[src/rtl/dw_pkg.sv]
package dw_pkg;
    localparam logic [2:0] PORT_ALO = 3'd0;
    localparam logic [2:0] PORT_AHI = 3'd1;
    localparam logic [2:0] PORT_DAT = 3'd2;
    localparam logic [2:0] PORT_ILO = 3'd3;
    localparam logic [2:0] PORT_RAC = 3'd4;
    localparam logic [2:0] PORT_CTL = 3'd5;
    localparam logic [2:0] PORT_PND = 3'd6;

    localparam int CTRL_W     = 4;
    localparam int C_MINC     = 0;
    localparam int C_IEN      = 3;
    localparam int IS_SEL_BIT = 22;

    typedef struct packed {
        logic [31:0]       addr;
        logic [CTRL_W-1:0] ctrl;
        logic [15:0]       lo_hold;
    } win_state_t;
endpackage

[src/rtl/dw_store.sv]
module dw_store #(
    parameter int W     = 16,
    parameter int DEPTH = 16,
    localparam int AW   = $clog2(DEPTH)
) (
    input  logic          clk,
    input  logic          rst_n,
    input  logic          we,
    input  logic [AW-1:0] idx,
    input  logic [W-1:0]  wdata,
    output logic [W-1:0]  rdata
);
    logic [W-1:0] cell_q [DEPTH];

    for (genvar g = 0; g < DEPTH; g++) begin : g_cell
        always_ff @(posedge clk) begin
            if (!rst_n)
                cell_q[g] <= '0;
            else if (we && idx == AW'(g))
                cell_q[g] <= wdata;
        end
    end

    assign rdata = cell_q[idx];
endmodule

[src/rtl/dw_irq.sv]
module dw_irq #(
    parameter int PEND_W = 8
) (
    input  logic              clk,
    input  logic              rst_n,
    input  logic [PEND_W-1:0] raise,
    input  logic              keep_we,
    input  logic [PEND_W-1:0] keep_mask,
    input  logic              enable,
    output logic [PEND_W-1:0] pend,
    output logic              irq
);
    typedef struct packed {
        logic [PEND_W-1:0] pend;
    } irq_state_t;

    irq_state_t irq_d, irq_q;

    always_comb begin
        irq_d = irq_q;
        if (keep_we)
            irq_d.pend = irq_q.pend & keep_mask;
        irq_d.pend = irq_d.pend | raise;
    end

    always_ff @(posedge clk) begin
        if (!rst_n)
            irq_q <= '0;
        else
            irq_q <= irq_d;
    end

    assign pend = irq_q.pend;
    assign irq  = enable & (|irq_q.pend);
endmodule

[src/rtl/dsp_window_bridge.sv]
module dsp_window_bridge
    import dw_pkg::*;
#(
    parameter int DS_DEPTH = 16,
    parameter int IS_DEPTH = 16,
    parameter int PEND_W   = 8
) (
    input  logic              clk,
    input  logic              rst_n,
    input  logic              io_valid,
    input  logic              io_write,
    input  logic [2:0]        io_port,
    input  logic [15:0]       io_wdata,
    output logic [15:0]       io_rdata,
    input  logic [PEND_W-1:0] dsp_raise,
    output logic              host_irq
);
    localparam int DS_AW = $clog2(DS_DEPTH);
    localparam int IS_AW = $clog2(IS_DEPTH);

    win_state_t state_d, state_q;

    logic              ds_we, is_we, pnd_we;
    logic [15:0]       ds_wd, ds_rd;
    logic [31:0]       is_wd, is_rd;
    logic [DS_AW-1:0]  ds_idx;
    logic [IS_AW-1:0]  is_idx;
    logic [PEND_W-1:0] pend_vec;
    logic              is_sel, minc;
    logic [31:0]       cur_addr;
    logic [CTRL_W-1:0] cur_ctrl;

    assign is_sel   = state_q.addr[IS_SEL_BIT];
    assign minc     = state_q.ctrl[C_MINC];
    assign ds_idx   = state_q.addr[DS_AW-1:0];
    assign is_idx   = state_q.addr[IS_AW+1:2];
    assign cur_addr = state_q.addr;
    assign cur_ctrl = state_q.ctrl;

    always_comb begin
        state_d  = state_q;
        ds_we    = 1'b0;
        ds_wd    = '0;
        is_we    = 1'b0;
        is_wd    = '0;
        pnd_we   = 1'b0;
        io_rdata = '0;
        if (io_valid) begin
            case (io_port)
                PORT_ALO: begin
                    io_rdata = state_q.addr[15:0];
                    if (io_write) state_d.addr[15:0] = io_wdata;
                end
                PORT_AHI: begin
                    io_rdata = state_q.addr[31:16];
                    if (io_write) state_d.addr[31:16] = io_wdata;
                end
                PORT_DAT: begin
                    if (is_sel) begin
                        io_rdata = is_rd[31:16];
                        if (io_write) begin
                            is_we = 1'b1;
                            is_wd = {io_wdata, state_q.lo_hold};
                        end
                        if (minc) state_d.addr = state_q.addr + 32'd4;
                    end else begin
                        io_rdata = ds_rd;
                        if (io_write) begin
                            ds_we = 1'b1;
                            ds_wd = io_wdata;
                        end
                        if (minc) state_d.addr = state_q.addr + 32'd1;
                    end
                end
                PORT_ILO: begin
                    if (is_sel) begin
                        io_rdata = is_rd[15:0];
                        if (io_write) state_d.lo_hold = io_wdata;
                    end
                end
                PORT_RAC: begin
                    if (!is_sel && !io_write) begin
                        io_rdata = ds_rd;
                        ds_we    = 1'b1;
                        ds_wd    = '0;
                        if (minc) state_d.addr = state_q.addr + 32'd1;
                    end
                end
                PORT_CTL: begin
                    io_rdata = 16'(state_q.ctrl);
                    if (io_write) state_d.ctrl = io_wdata[CTRL_W-1:0];
                end
                PORT_PND: begin
                    io_rdata = 16'(pend_vec);
                    pnd_we   = io_write;
                end
                default: io_rdata = '0;
            endcase
        end
    end

    always_ff @(posedge clk) begin
        if (!rst_n)
            state_q <= '0;
        else
            state_q <= state_d;
    end

    dw_store #(.W(16), .DEPTH(DS_DEPTH)) u_ds (
        .clk(clk), .rst_n(rst_n), .we(ds_we), .idx(ds_idx),
        .wdata(ds_wd), .rdata(ds_rd)
    );

    dw_store #(.W(32), .DEPTH(IS_DEPTH)) u_is (
        .clk(clk), .rst_n(rst_n), .we(is_we), .idx(is_idx),
        .wdata(is_wd), .rdata(is_rd)
    );

    dw_irq #(.PEND_W(PEND_W)) u_irq (
        .clk(clk), .rst_n(rst_n), .raise(dsp_raise),
        .keep_we(pnd_we), .keep_mask(io_wdata[PEND_W-1:0]),
        .enable(state_q.ctrl[C_IEN]), .pend(pend_vec), .irq(host_irq)
    );
endmodule

[config.mk]
export PLATFORM = sky130hd
export DESIGN_NAME = dsp_window_bridge
export DESIGN_NICKNAME = d
export VERILOG_FILES = /design/src/rtl/dw_pkg.sv /design/src/rtl/dw_store.sv /design/src/rtl/dw_irq.sv /design/src/rtl/dsp_window_bridge.sv
export SDC_FILE = /design/constraint.sdc
export NUM_CORES = 1
export LEC_CHECK = 0
export BUFFER_PORTS_ARGS = -buffer_cell sky130_fd_sc_hd__buf_2
export CAP_MARGIN = 30
export CORE_ASPECT_RATIO = 1.4
export CORE_MARGIN = 2
export CORE_UTILIZATION = 51
export CTS_BUF_LIST = sky130_fd_sc_hd__clkbuf_8
export DETAILED_ROUTE_END_ITERATION = 10
export PLACE_DENSITY = 0.75
export SLEW_MARGIN = 20
export SYNTH_ARGS = -nofsm -noshare
export SYNTH_HDL_FRONTEND = slang
export SYNTH_SLANG_ARGS = --single-unit
[constraint.sdc]
create_clock -name clk -period 12.57 [get_ports clk]
set_input_delay 2.514 -clock clk [delete_from_list [all_inputs] [get_ports clk]]
set_output_delay 2.514 -clock clk [all_outputs]
set_load 0.02 [all_outputs]
After elaboration in Yosys (flattened, before gate mapping). Memory sizes are Yosys's and may differ from the RTL's. A register that Yosys moved wholly into a read port is not among the register bits. Cells that the tools add are included. W data, S select, Z words.

Register bits: 60. Memory bits (writable): 768. Input port bits: 31. Output and inout bits: 17. Memories: 2.

Memories: u_is.cell_q (words 16, width 32, read ports 1, clocked after Yosys merged registers in 1, write ports 16, RTL line dw_store.sv:13) `logic [W-1:0] cell_q [DEPTH];`; u_ds.cell_q (words 16, width 16, read ports 1, clocked after Yosys merged registers in 1, write ports 16, RTL line dw_store.sv:13).

Add/subtract/negate cells: 2. Eq/ne operators: 41. Muxes and demuxes: 165. Bitwise gates (word level): 35. Reduce and logical (&&, ||, !) cells: 46.

Operator list (count): $mux W32 (25); $mux W16 (25); $pmux W16 S7 (1); $mux W1 (106); $pmux W16 S3 (2); $eq A4 B4 Y1 const B (16); $logic_and A1 B1 Y1 (33); $add A32 B1 Y32 const B (1); $add A32 B3 Y32 const B (1); $eq A4 B3 Y1 const B (8); $or A1 B1 Y1 (32); $eq A4 B2 Y1 const B (4); $mux W4 (4); $reduce_and A6 Y1 (2); $ne A2 B2 Y1 const B (5); $eq A3 B3 Y1 const B (3); $and A8 B8 Y8 (1); $eq A4 B1 Y1 const B (2); $logic_not A4 Y1 (2); $mux W8 (1); $or A8 B8 Y8 (1); $reduce_or A8 Y1 (1); $eq A3 B2 Y1 const B (2); $reduce_bool A3 Y1 (2); 8 further kinds (9).

Logic depth before layout (Yosys ltp). Gate-level depths: netlist of run 1.

Depth in word-level cells: 10. Gate-level depth with buffers: 10. Depth with buffers taken out: 7.

Cells and area by module. Synthesis of run 1 repeated with hierarchy kept, for this count alone.

Cells, all modules: 2877. Area total of the unflattened synthesis: 39623.0 sq um.

Modules (own cells, without submodules): dw_store (u_is) (instances 1, cells an instance 1426, area an instance 22918.2 sq um, sequential area each 15374.7 sq um); dw_store (u_ds) (instances 1, cells an instance 731, area an instance 11604.9 sq um, sequential area each 7687.4 sq um); dsp_window_bridge (instances 1, cells an instance 685, area an instance 4779.6 sq um, sequential area each 1041.0 sq um); dw_irq (instances 1, cells an instance 35, area an instance 320.3 sq um, sequential area each 160.2 sq um).

Least setup slack after synthesis of run 1. No wires, ideal clock.

Path type: input port to output port. Start point: in io_port[1]. End point: out io_rdata[11]. Arrival time: 4.037 ns. Slack: 6.019 ns. Cell stages on the path: 7. Buffers on the path: 3. Cells stage by stage: buf_2 -> buf_2 -> and2_1 -> a21boi_0 -> clkbuf_1 -> nand2_1 -> o221ai_1.

Cells in the longest elaborated chain, start to end: 3. Elaborated cells on any way between the ends: 9. Those cells by class: 6 x eq/ne; 2 x mux; 1 x reduce/logical.

RTL lines: start, declared (RTL line dsp_window_bridge.sv:12) `input logic [2:0] io_port,`; $eq A3 B3 Y1 (tied with other cells) (RTL line dsp_window_bridge.sv:49) `case (io_port)`; $pmux W16 S7 * (RTL line dsp_window_bridge.sv:49); $mux W16 * (RTL line dsp_window_bridge.sv:48) `if (io_valid) begin`; end, declared (RTL line dsp_window_bridge.sv:14) `output logic [15:0] io_rdata,`.

Every way passes the cells marked *; elsewhere a longest branch is shown, timed or not.

==> results of run 1 <==
==> cell families (layout without fill, tap and decap cells) <==
kind of cell	Yosys count	count (layout)
AO/OA/AOI/OAI	278	278
buffers and inverters	285	365
AND/OR/NAND/NOR	1169	1169
multiplexers	277	277
other	0	4
flip-flops	834	834
adder cells (fa/ha/maj)	10	10
XOR/XNOR	17	17
==> area by class of cell <==
type	count	area, µm²
Timing Repair Buffer	107	907.1
Clock inverter	95	518.0
Antenna cell	4	10.01
Inverter	41	153.9
Fill cell	5842	32270
Multi-Input combinational cell	1751	12680
Tap cell	960	1201
Clock buffer	122	1679
Sequential cell	834	24400
==> where the power goes <==
group	internal (W)	switching, W
Sequential	0.00311	0.0000448
Combinational	0.000106	0.000219
Clock	0.000983	0.00103
Total	0.00420	0.00130
==> worst max path at each step <==
stage | from | end | cells after the start
6_report | flip-flop | io_rdata[2] | 8
5_1_grt | io_port[2] | io_rdata[12] | 9
4_1_cts | flip-flop | io_rdata[2] | 8
3_5_place_dp | io_port[0] | io_rdata[12] | 8
3_3_place_gp | io_port[0] | io_rdata[12] | 8
2_1_floorplan | io_port[1] | io_rdata[11] | 7
==> worst register-to-register path, stage by stage, from the launching register on <==
cell and delay, ps:
dfxtp_1 350, buf_4 320, nor2b_1 240, nand2_1 150, nor2_4 120, buf_4 610, nand2_1 460, o21ai_4 500
buf_4 530
==> Yosys cell counts, drive strengths merged, types with 11 or more instances <==
library cell | n | area share, %
nand2 | 176 | 1.7
o22ai | 11 | 0.18
edfxtp | 768 | 61
clkbuf | 174 | 1.7
o21ai | 78 | 1.0
a21oi | 89 | 1.2
and2 | 30 | 0.49
nand4 | 18 | 0.34
mux2i | 53 | 1.4
buf | 70 | 1.0
o221ai | 15 | 0.35
nand3 | 45 | 0.61
inv | 41 | 0.40
mux4 | 219 | 13
a211oi | 11 | 0.22
nor2 | 811 | 8.0
nor3 | 21 | 0.30
nor4 | 14 | 0.36
dfxtp | 66 | 3.5
==> registers in the layout (all words and copies together) (netlist names), named ones only <==
register     flops
u_ds.cell_q    256
cur_addr        32
state_q         16
u_is.cell_q    512
u_irq.pend       8
cur_ctrl         4
==> layer usage <==
metal  global-route usage (%)  share of wire [%]  up-vias
met4                    21.89                7.9        6
met5                        0              0.030        -
met1                    35.73                 33    12690
met3                    6.859                 10      458
met2                    51.04                 49     1779
li1                         -                  -    10530
==> per-stage QoR <==
stage          cell area (µm²)  utilization, %  power, W  hold slack, ps  cells
2_1_floorplan            38010               -  0.003383           445.0   2870
3_3_place_gp             38990           52.82  0.003516           452.7   3676
3_5_place_dp             39320           53.26  0.003531           470.2   3691
4_1_cts                  41510           56.24  0.005504           479.0   3908
5_1_grt                  41550           56.28  0.005633           499.2   3913
6_report                 41550           56.29  0.005498           474.2   3914
==> results.yml, run 1 <==
timing:
  slew_viol_final: 0
  setup_ws_ps: 5084
  finalCriticalPeriod_ps: 7487
  maxSlewHeadroom_pct: 26.41
  tightest_slew_ps: 1101
  finalCritPeriodShare_pct: 59.56
  hold_viol: 0
  setup_violations: 0
  fin_skew_ps: 48.13
  fmax_mhz: 133.6
  setup-tns-final_ps: 0
  rsz0062_at_grt: "no"
drt:
  vias: 25460
  postRouteAntennaNets: 0
  wl_per_cell_um: 30.24
  routed_wl_mm: 118.4
  viasPerCell: 6.505
  dr.first_iter.drc_count: 3386
  dr.pass1.iters: 8
  drc_errors: 0
worst_setup_path:
  worst-r2r-setup-slack_ps: 8860
  path_buf_inv: 3
  rr_worst_depth: 8
  crit_path_end_kind: "output pin"
  worstPathMaxFanout: 57
  cp_common_cell: "buf_4"
  critPathMaxStageDelay_ps: 870
  cp_data_arrival_time_ps: 4970
  crit_family: "buffers and inverters"
  crit_path_start_kind: "flip-flop"
  critPathRequiredTime_ps: 10060
  path_cells: "buf_4, buf_4, mux4_2, mux2i_1, nor2_1, a21oi_1, o221ai_1, buf_2"
  r2r-start: "cur_addr[22]$_SDFFE_PN0P_"
  critPathKind: "reg -> out"
  crit_path_top_delay_cell: "buf_4"
  r2r_end: "u_is.cell_q[12][5]$_SDFFCE_PN0P_"
cts:
  cts_resized: 0
  cts-hold-fix-buffers: 0
  cts.sinks: 834
  root_buffer: "clkbuf_8"
  post-cts-setup-buffers: 0
  cts_max_level: 3
  clock_latency_ps: 790
  cts_tree: "built"
  path_clk_slew_ps: 70
  cts.path.max_buffers: 3
  cts_buffers: 120
pwr:
  leakagePower_nw: 13.30
  p_per_area_mw_per_mm2: 132.3
  vdd_drop_max_uv: 97.15
final_layout:
  drive_above_1_share_pct: 17.80
  fin_nets: 2896
  layout_commonest_cell: "nor2_1"
  syn_to_final_growth_pct: 9.305
  layout_common_cells: "809 x nor2_1, 768 x edfxtp_1, 219 x mux4_2"
die:
  die_area_mm2: 0.07677
  initial_core_util_pct: 51.49
  io_pins: 48
  core_mm2: 0.07382
  dieHeight_um: 327.0
  placementRows: 118
  die_x_um: 234.7
min_path:
  whs_endpoint: "state_q[11]$_SDFFE_PN0P_"
  hold_path_depth: 2
  worst_hold_startpoint: "state_q[11]$_SDFFE_PN0P_"
  min_path_type: "reg -> reg"
logic_synthesis:
  synth_compound_area_share_pct: 4.578
  yosys.area_share.adder_pct: 0.3291
  seq_area_frac_synth_pct: 64.14
  syn_nets: 2911
  async_reset_ff_share_pct: 0
  synth_top_family_by_area: "multiplexers"
  synth_cells: 2870
  synth_mux_area_share_pct: 14.52
  syn-cell-area_mm2: 0.03801
  yosysWarningCount: 0
  synth_xor_area_share_pct: 0.3917
  synth-simple-area-share_pct: 12.91
  ys_dominant_reg_cell: "edfxtp_1"
  synth_edf_count: 768
  synth_area_per_cell_um2: 13.25
  ys_ff_latch: 834
  ys_types: 83
global_routing:
  grt.total_usage_pct: 30.83
  grt-ovfl-total: 0
  grt_pass1_vias: 25970
  grt_max_degree: 67
  grt_pass1_wl_mm: 172.0
  antenna_found_initial: 8
place:
  pre_cts_ws_ps: 5284
  dp_hpwl_mm: 73.93
  portBuffers: 47
  place_congestion: 0.9338
run_status:
  status: "completed"
run:
  maxCapViolCount: 0
No activity file was read; power rests on OpenSTA's default activity.
==> inputs of run 2 (changes only) <==
==> constraint.sdc (replaced) <==
create_clock -name clk -period 7.5 [get_ports clk]
set_input_delay 1.5 -clock clk [delete_from_list [all_inputs] [get_ports clk]]
set_output_delay 1.5 -clock clk [all_outputs]
set_load 0.02 [all_outputs]
==> results.yml, run 2 (synthesized netlist as in run 1, its figures left out) <==
run_status:
  status: "completed"
pwr:
  vdd_drop_max_uv: 135.7
  fin_total_pwr_w: 0.009431
  leakagePower_nw: 13.38
  p_per_area_mw_per_mm2: 225.1
timing:
  rsz0062_at_grt: "no"
  tightest_slew_ps: 1065
  fin_skew_ps: 41.61
  setup-tns-final_ps: 0
  setup_violations: 0
  whs_ps: 482.8
  maxSlewHeadroom_pct: 28.91
  fmax_mhz: 170.3
  hold_viol: 0
  setup_ws_ps: 1629
  slew_viol_final: 0
  finalCriticalPeriod_ps: 5871
  finalCritPeriodShare_pct: 78.27
global_routing:
  grt_pass1_vias: 25820
  grt_max_degree: 71
  grt-ovfl-total: 0
  antenna_found_initial: 5
  grt.total_usage_pct: 30.42
  grt_pass1_wl_mm: 169.8
cts:
  cts_max_level: 3
  post-cts-setup-buffers: 0
  cts.path.max_buffers: 3
  cts-hold-fix-buffers: 0
  cts_buffers: 119
  cts_tree: "built"
  cts.sinks: 834
  cts_resized: 0
  path_clk_slew_ps: 70
  root_buffer: "clkbuf_8"
  clock_latency_ps: 780
worst_setup_path:
  critPathRequiredTime_ps: 6000
  critPathKind: "reg -> out"
  worstPathMaxFanout: 25
  crit_path_start_kind: "flip-flop"
  crit_path_top_delay_cell: "dfxtp_4"
  critPathMaxStageDelay_ps: 700
  path_cells: "buf_12, buf_4, mux4_2, mux2i_1, nor2_1, o31ai_1, o221ai_1, buf_2"
  cp_data_arrival_time_ps: 4370
  crit_path_end_kind: "output pin"
place:
  pre_cts_ws_ps: 1876
  dp_hpwl_mm: 76.47
  portBuffers: 47
  place_congestion: 0.9061
drt:
  dr.first_iter.drc_count: 3459
  viasPerCell: 6.486
  postRouteAntennaNets: 0
  dr.pass1.iters: 8
  vias: 25470
  drc_errors: 0
  routed_wl_mm: 117.7
  wl_per_cell_um: 29.96
final_layout:
  syn_to_final_growth_pct: 10.22
  regMostFlops: "u_is.cell_q"
  largest_register_ff_count: 512
  layout_common_cells: "809 x nor2_1, 768 x edfxtp_1, 219 x mux4_2"
  nFillCells: 5756
  fin_nets: 2901
  layout_commonest_cell: "nor2_1"
  drive_above_1_share_pct: 18.93
  fin_util_pct: 56.76
die:
  die_area_mm2: 0.07677
  initial_core_util_pct: 51.49
  die_x_um: 234.7
  placementRows: 118
  dieHeight_um: 327.0
  core_mm2: 0.07382
  io_pins: 48
run:
  maxCapViolCount: 0
min_path:
  min_path_type: "reg -> reg"
-- run 2: cell count changes in the layout (fill, tap and decap cells not counted), moves of 2 or more --
cell	delta
clkinvlp_4	+2
inv_1	-30
bufinv_16	+2
inv_12	-2
clkbuf_8	+8
clkinv_2	+17
buf_16	+3
buf_12	+4
clkinv_1	+7
buf_4	-2
-- run 2: path summary, 6_finish.rpt --
path / slack (ps) / startpoint / depth (start not counted) / endpoint
setup reg to reg: 3850 / cur_addr[22]$_SDFFE_PN0P_ / 6 / u_is.cell_q[1][4]$_SDFFCE_PN0P_
hold / removal: 480 / state_q[10]$_SDFFE_PN0P_ / 2 / state_q[10]$_SDFFE_PN0P_
setup / recovery: 1630 / flip-flop / 8 / io_rdata[2]
hold reg to reg: 480 / state_q[10]$_SDFFE_PN0P_ / 2 / state_q[10]$_SDFFE_PN0P_
-- run 2: per-stage QoR --
| stage | instances | area, µm² |
|---|---|---|
| 6_report | 3927 | 41900 |
| 5_1_grt | 3925 | 41890 |
| 4_1_cts | 3915 | 41720 |
| 3_5_place_dp | 3691 | 39340 |
| 3_3_place_gp | 3675 | 39010 |
| 2_1_floorplan | 2870 | 38010 |
-- run 2: layer usage --
| metal | vias to the layer above | global-route usage (%) | wire length [µm] |
|---|---|---|---|
| met5 | - | 0 | 66 |
| met4 | 6 | 20.53 | 8339 |
| met3 | 458 | 6.699 | 12780 |
| met2 | 1822 | 50.68 | 58240 |
| met1 | 12640 | 35.44 | 38240 |
| li1 | 10550 | - | - |
-- run 2: critical path: cells and delay by family (launching register included) --
family / cells / cell delay, ps
flip-flops: 1 / 700
multiplexers: 2 / 950
buffers and inverters: 3 / 930
AO/OA/AOI/OAI: 2 / 920
AND/OR/NAND/NOR: 1 / 80
-- run 2: area by class of cell --
type / instances / area [µm²] / share of cell area [%]
well taps: 960 / 1201 / 2.867
multi-input cells: 1751 / 12680 / 30.27
inverters: 41 / 153.9 / 0.3673
diodes: 4 / 10.01 / 0.02389
clock buffers: 130 / 1789 / 4.270
repair buffers: 113 / 1070 / 2.553
clock inverters: 94 / 593.1 / 1.416
flip-flops and latches: 834 / 24400 / 58.23
-- run 2: where the power goes --
group          internal (W)  switching, W
clock               0.00181       0.00178
sequential          0.00521     0.0000758
combinational      0.000186      0.000358
total               0.00721       0.00222
